`config.mk`:
```
export PLATFORM = sky130hd
export DESIGN_NAME = moesi_line_ctrl
export DESIGN_NICKNAME = d
export VERILOG_FILES = /design/src/rtl/moesi_pkg.sv /design/src/rtl/moesi_state_array.sv /design/src/rtl/moesi_cpu_decode.sv /design/src/rtl/moesi_snoop_decode.sv /design/src/rtl/moesi_line_ctrl.sv
export SDC_FILE = /design/constraint.sdc
export NUM_CORES = 1
export LEC_CHECK = 0
export ABC_CLOCK_PERIOD_IN_PS = 9830
export CAP_MARGIN = 10
export CORE_UTILIZATION = 55
export DETAILED_ROUTE_END_ITERATION = 7
export DONT_BUFFER_PORTS = 1
export GPL_ROUTABILITY_DRIVEN = 0
export PLACE_DENSITY = 0.74
export RECOVER_POWER = 50
export SLEW_MARGIN = 10
export SYNTH_ARGS = -nofsm -noshare
export SYNTH_HDL_FRONTEND = slang
export SYNTH_SLANG_ARGS = --single-unit
```
`constraint.sdc`:
```
create_clock -name clk -period 9.83 [get_ports clk]
set_input_delay 0.983 -clock clk [delete_from_list [all_inputs] [get_ports clk]]
set_output_delay 0.983 -clock clk [all_outputs]
set_load 0.03 [all_outputs]
```
`src/rtl/moesi_pkg.sv`:
```
package moesi_pkg;
  typedef enum logic [2:0] {
    ST_I = 3'd0,
    ST_S = 3'd1,
    ST_E = 3'd2,
    ST_O = 3'd3,
    ST_M = 3'd4
  } line_st_t;

  typedef enum logic [1:0] {
    CMD_BR    = 2'd0,
    CMD_GP    = 2'd1,
    CMD_RWITM = 2'd2,
    CMD_WB    = 2'd3
  } bus_cmd_t;

  typedef enum logic [1:0] {
    OP_RD  = 2'd0,
    OP_WR  = 2'd1,
    OP_EV  = 2'd2,
    OP_NOP = 2'd3
  } cpu_op_t;
endpackage

```
`src/rtl/moesi_state_array.sv`:
```
module moesi_state_array #(
  parameter int SETS = 16,
  parameter int IW   = 4,
  parameter int SW   = 3
) (
  input  logic          clk,
  input  logic          rst,
  input  logic          we,
  input  logic [IW-1:0] waddr,
  input  logic [SW-1:0] wdata,
  input  logic [IW-1:0] ra_addr,
  output logic [SW-1:0] ra_data,
  input  logic [IW-1:0] rb_addr,
  output logic [SW-1:0] rb_data
);
  logic [SW-1:0] mem [SETS];

  always_ff @(posedge clk) begin
    if (rst) begin
      for (int i = 0; i < SETS; i++) mem[i] <= '0;
    end else if (we) begin
      mem[waddr] <= wdata;
    end
  end

  assign ra_data = mem[ra_addr];
  assign rb_data = mem[rb_addr];
endmodule

```
`src/rtl/moesi_cpu_decode.sv`:
```
module moesi_cpu_decode
  import moesi_pkg::*;
(
  input  line_st_t cur,
  input  cpu_op_t  op,
  output logic     need_bus,
  output bus_cmd_t cmd,
  output logic     local_wr,
  output line_st_t local_nxt
);
  always_comb begin
    need_bus  = 1'b0;
    cmd       = CMD_BR;
    local_wr  = 1'b0;
    local_nxt = cur;
    unique case (op)
      OP_RD: begin
        if (cur == ST_I) begin
          need_bus = 1'b1;
          cmd      = CMD_BR;
        end
      end
      OP_WR: begin
        unique case (cur)
          ST_I: begin need_bus = 1'b1; cmd = CMD_RWITM; end
          ST_S, ST_O: begin need_bus = 1'b1; cmd = CMD_GP; end
          ST_E: begin local_wr = 1'b1; local_nxt = ST_M; end
          default: ;
        endcase
      end
      OP_EV: begin
        if (cur == ST_M || cur == ST_O) begin
          need_bus = 1'b1;
          cmd      = CMD_WB;
        end else begin
          local_wr  = 1'b1;
          local_nxt = ST_I;
        end
      end
      default: ;
    endcase
  end
endmodule

```
`src/rtl/moesi_snoop_decode.sv`:
```
module moesi_snoop_decode
  import moesi_pkg::*;
(
  input  line_st_t cur,
  input  bus_cmd_t cmd,
  output line_st_t nxt,
  output logic     wr,
  output logic     shared,
  output logic     supply
);
  logic dirty;
  assign dirty = (cur == ST_M) || (cur == ST_O);

  always_comb begin
    nxt    = cur;
    shared = 1'b0;
    supply = 1'b0;
    unique case (cmd)
      CMD_BR: begin
        if (cur != ST_I) shared = 1'b1;
        supply = dirty;
        if (cur == ST_E) nxt = ST_S;
        if (cur == ST_M) nxt = ST_O;
      end
      CMD_GP: begin
        nxt = ST_I;
      end
      CMD_RWITM: begin
        nxt    = ST_I;
        supply = dirty;
      end
      default: ;
    endcase
    wr = (nxt != cur);
  end
endmodule

```
`src/rtl/moesi_line_ctrl.sv`:
```
module moesi_line_ctrl
  import moesi_pkg::*;
#(
  parameter int SETS = 16,
  localparam int IW = (SETS > 1) ? $clog2(SETS) : 1
) (
  input  logic          clk,
  input  logic          rst,
  input  logic          cpu_valid,
  input  logic [1:0]    cpu_op,
  input  logic [IW-1:0] cpu_set,
  output logic          cpu_ready,
  output logic          cpu_resp_valid,
  output logic          cpu_resp_hit,
  output logic [2:0]    cpu_resp_state,
  input  logic          snp_valid,
  input  logic [1:0]    snp_cmd,
  input  logic [IW-1:0] snp_set,
  output logic          snp_shared,
  output logic          snp_supply,
  output logic          bus_req_valid,
  output logic [1:0]    bus_req_cmd,
  output logic [IW-1:0] bus_req_set,
  input  logic          bus_done,
  input  logic          bus_shared
);
  localparam int SW = 3;

  typedef enum logic [1:0] {C_IDLE, C_WAIT, C_FIN} ctl_t;

  ctl_t          ctl;
  bus_cmd_t      pend_cmd;
  logic [IW-1:0] pend_set;
  logic          pend_shd;

  logic [SW-1:0] cpu_cur_raw, snp_cur_raw;
  line_st_t      cpu_cur, snp_cur;

  logic     cd_need_bus, cd_local_wr;
  bus_cmd_t cd_cmd;
  line_st_t cd_nxt;

  logic     sd_wr, sd_shared, sd_supply;
  line_st_t sd_nxt;

  logic          cpu_go, fin_wr;
  line_st_t      fin_state;
  logic          we;
  logic [IW-1:0] waddr;
  logic [SW-1:0] wdata;

  assign cpu_cur = line_st_t'(cpu_cur_raw);
  assign snp_cur = line_st_t'(snp_cur_raw);

  moesi_state_array #(.SETS(SETS), .IW(IW), .SW(SW)) u_states (
    .clk     (clk),
    .rst     (rst),
    .we      (we),
    .waddr   (waddr),
    .wdata   (wdata),
    .ra_addr (cpu_set),
    .ra_data (cpu_cur_raw),
    .rb_addr (snp_set),
    .rb_data (snp_cur_raw)
  );

  moesi_cpu_decode u_cpu_dec (
    .cur       (cpu_cur),
    .op        (cpu_op_t'(cpu_op)),
    .need_bus  (cd_need_bus),
    .cmd       (cd_cmd),
    .local_wr  (cd_local_wr),
    .local_nxt (cd_nxt)
  );

  moesi_snoop_decode u_snp_dec (
    .cur    (snp_cur),
    .cmd    (bus_cmd_t'(snp_cmd)),
    .nxt    (sd_nxt),
    .wr     (sd_wr),
    .shared (sd_shared),
    .supply (sd_supply)
  );

  // snoop wins the single decision slot each cycle
  assign cpu_ready = (ctl == C_IDLE) && !snp_valid;
  assign cpu_go    = cpu_valid && cpu_ready;
  assign fin_wr    = (ctl == C_FIN) && !snp_valid;

  always_comb begin
    unique case (pend_cmd)
      CMD_BR:  fin_state = pend_shd ? ST_S : ST_E;
      CMD_WB:  fin_state = ST_I;
      default: fin_state = ST_M;
    endcase
  end

  // one write port: snoop, then bus install, then local update
  always_comb begin
    we    = 1'b0;
    waddr = cpu_set;
    wdata = cd_nxt;
    if (snp_valid && sd_wr) begin
      we = 1'b1; waddr = snp_set; wdata = sd_nxt;
    end else if (fin_wr) begin
      we = 1'b1; waddr = pend_set; wdata = fin_state;
    end else if (cpu_go && cd_local_wr) begin
      we = 1'b1; waddr = cpu_set; wdata = cd_nxt;
    end
  end

  always_ff @(posedge clk) begin
    if (rst) begin
      ctl            <= C_IDLE;
      pend_cmd       <= CMD_BR;
      pend_set       <= '0;
      pend_shd       <= 1'b0;
      cpu_resp_valid <= 1'b0;
      cpu_resp_hit   <= 1'b0;
      cpu_resp_state <= '0;
      snp_shared     <= 1'b0;
      snp_supply     <= 1'b0;
      bus_req_valid  <= 1'b0;
      bus_req_cmd    <= '0;
      bus_req_set    <= '0;
    end else begin
      cpu_resp_valid <= cpu_go;
      if (cpu_go) begin
        cpu_resp_hit   <= !cd_need_bus;
        cpu_resp_state <= cpu_cur;
      end
      snp_shared <= snp_valid && sd_shared;
      snp_supply <= snp_valid && sd_supply;
      unique case (ctl)
        C_IDLE: begin
          if (cpu_go && cd_need_bus) begin
            bus_req_valid <= 1'b1;
            bus_req_cmd   <= cd_cmd;
            bus_req_set   <= cpu_set;
            pend_cmd      <= cd_cmd;
            pend_set      <= cpu_set;
            ctl           <= C_WAIT;
          end
        end
        C_WAIT: begin
          if (bus_done) begin
            bus_req_valid <= 1'b0;
            pend_shd      <= bus_shared;
            ctl           <= C_FIN;
          end
        end
        default: begin
          if (!snp_valid) ctl <= C_IDLE;
        end
      endcase
    end
  end

  assert_snoop_first_R11: assert property (@(posedge clk) disable iff (rst)
    (snp_valid && cpu_valid) |=> !cpu_resp_valid);

  assert_req_hold_R13: assert property (@(posedge clk) disable iff (rst)
    (bus_req_valid && !bus_done) |=>
      (bus_req_valid && $stable(bus_req_cmd) && $stable(bus_req_set)));

  assert_miss_goes_to_bus_R2: assert property (@(posedge clk) disable iff (rst)
    (cpu_resp_valid && !cpu_resp_hit) |-> bus_req_valid);

  assert_hit_no_bus_R3: assert property (@(posedge clk) disable iff (rst)
    (cpu_resp_valid && cpu_resp_hit) |-> !bus_req_valid);

  assert_supply_from_read_R6: assert property (@(posedge clk) disable iff (rst)
    snp_supply |-> ($past(snp_valid) &&
                    ($past(snp_cmd) == 2'd0 || $past(snp_cmd) == 2'd2)));

  assert_wb_silent_R12: assert property (@(posedge clk) disable iff (rst)
    (snp_shared || snp_supply) |-> ($past(snp_cmd) != 2'd3));

  assert_shared_only_on_read_R8: assert property (@(posedge clk) disable iff (rst)
    snp_shared |-> ($past(snp_cmd) == 2'd0));
endmodule

```
==> impl_metrics.toml <==
[synth]
synthMuxAreaShare_pct = 17.4
synthSimpleGateAreaFrac_pct = 17.6
synth-edff-count = 48
ys.warnings.count = 0
syn-num-nets = 379
synth_seq_cells = 65
ys_seq_area_share_pct = 44.0
netlist_instances = 356
synth_top_family_by_area = "simple AND/OR/NAND/NOR gates"
synth_top_area_share_pct = 35.6
avgSynthCellArea_sq_um = 11.4
synthArstFlopShare_pct = 0
syn_area_sq_um = 4050
synthFlopType = "edfxtp_1"
synth_most_common_cell = "edfxtp_1"
synth_compound_area_share_pct = 14.6
synthAdderAreaFrac_pct = 1.55
synthTopCellsByArea = "edfxtp_1 (36%), mux4_2 (13%), dfxtp_1 (8.4%)"
yosys.area.top_type = "edfxtp_1"
synth_xor_area_share_pct = 0.216
synth_common_cells = "edfxtp_1 (48), nor3_1 (31), and3_1 (24)"
yosysUniqueCellTypes = 59

[worst_setup_path]
critical_path_required_ns = 9.86
crit_fanout = 18
cp-start-kind = "input pin"
arrival_ns = 4.20
r2r_cells = 7
end_kind = "flip-flop"
worstSetupPathType = "in2reg"

[clocking]
clock_sinks = 65
clockBufferDepth = 2
cts_tree = "done"
clkLatencyLatePin_ns = 0.36
root_buffer = "clkbuf_8"
post-cts-setup-buffer-count = 0
cts_resized = 0
htreeDepth = 3
cts_hold_buf = 0
clkTransAtPathRegs_ns = 0.07
cts_buffers = 9

[finish]
drive_gt1_share_pct = 14.9
ff_latch_area_sq_um = 1780
fillers = 582
diodes = 0
nets = 367
final_cells = 445
area_growth_pct = 3.55
fin_area_sq_um = 4190
multi_input_area_sq_um = 2060
postLayoutCoreUtil_pct = 60.4

[floorplan]
start_util_pct = 58.3
die_x_um = 87.8
die_area_sq_um = 7710
io_pins = 33
floorplan.die.height_um = 87.8
row_count = 30
fp.coreArea_sq_um = 6940

[drt]
wl_met1_um = 4250
num_vias = 3051
ant_nets = 0
wl_met2_um = 4340
route.top_layer_used = "met4"
route.detailed.drc = 0
drtIter0Drc = 396
viasPerCell = 6.86
drtPass1Iterations = 5
wl_per_cell_um = 22.3
routed_wirelength_um = 9940
dr_wl_met3_um = 1140

[placed_design]
port_buffers = 0
dp_hpwl_um = 7290
dp_slack_ns = 5.63
dpl_cell_area_sq_um = 4030
dp_cells = 429

[pwr]
power_switching_share_pct = 28.1
leakage_nw = 1.52
switchingPower_mw = 0.180
total_power_mw = 0.642
combPwrFrac_pct = 16.2
power_frac_seq_pct = 49.3
ir_drop_v = 0.0000976
p_int_mw = 0.462
powerDensity_nw_per_um2 = 153
p_clk_share_pct = 34.5

[global_routing]
grt_pass1_vias = 2827
antenna_found_initial = 0
grt_first_pass_wirelength_um = 15400
grt_start_max_net_pins = 25
track_usage_pct = 27.9
overflow = 0

[timing]
setup-tns-final_ns = 0
whs_ns = 0.503
rsz0062_at_grt = "false"
worstMarginPinSlew_ns = 1.12
fin_crit_sh_pct = 42.4
final.setup_skew_ns = 0.00404
fmax_mhz = 240
fin_ws_ns = 5.66
setup_viol = 0
drv_slew = 0
hold_violations = 0
maxSlewHeadroom_pct = 24.9
fin_crit_ns = 4.17

[hold_path]
whs_path_depth = 2
hold_class = "reg2reg"

[outcome]
status = "complete, no violations"

[job]
maxCapViolations = 0
## placed cells by master (no fill, tap or decap), drive strengths merged, types with 7 or more instances in the layout
master / count
nor3: 31
nor2: 20
inv: 10
mux4: 23
o21ai: 14
nand2: 22
and2: 7
clkbuf: 11
a21oi: 9
edfxtp: 48
dfxtp: 17
a21o: 9
and3: 24
nor2b: 8
mux2i: 8
## power by group through the flow
stage,clock (mW),sequential (mW),combinational [mW]
after global routing,0.232,0.317,0.111
final,0.221,0.316,0.104
after detailed placement,0,0.322,0.103
after CTS,0.220,0.316,0.104
after floorplan,0,0.317,0.0921
after global placement,0,0.322,0.102
## worst paths after layout
check                          start                   to  slack [ns]
setup / recovery          snp_set[0]  u_states.mem[11][0]        5.66
hold / removal                ctl[1]               ctl[1]        0.50
setup reg to reg  u_states.mem[3][0]  u_states.mem[11][0]        5.86
hold reg to reg               ctl[1]               ctl[1]        0.50
## sequential cells by signal, summed over array words and instances (netlist names)
name            flops
u_states.mem       48
pend_set            4
cpu_resp_state      3
ctl                 2
pend_cmd            2
bus_req_valid       1
cpu_resp_hit        1
cpu_resp_valid      1
pend_shd            1
snp_shared          1
snp_supply          1
## cell type report
cell class                 count  area share [%]
multi-input combinational    256            49.1
sequential                    65            42.5
clock buffer                  10            3.04
tap                           96            2.87
clock inverter                 6            1.40
inverter                      11           0.985
timing repair buffer           1          0.0896
## worst max-delay path: stages
cell	delay, ns
mux4_2	0.48
a22oi_1	0.24
nand2_1	0.16
or3_1	0.41
o2111a_1	0.50
a2bb2oi_1	1.00
o21ai_0	0.40
## cells by family (layout without fill, tap and decap cells)
kind of cell / after synthesis / in the layout
compound gates: 77 / 77
xor+xnor: 1 / 1
fa+ha+maj: 5 / 5
buf+inv: 35 / 28
flops: 65 / 65
mux: 37 / 37
simple gates: 136 / 136
## per-layer routing
| metal | vias to the layer above | track usage (%) |
|---|---|---|
| met1 | 1486 | 41.0 |
| met3 | 22 | 8.11 |
| met2 | 168 | 39.0 |
| met5 | - | 0 |
| met4 | 0 | 10.9 |
| li1 | 1375 | - |
(Power assumes the default switching activity.)
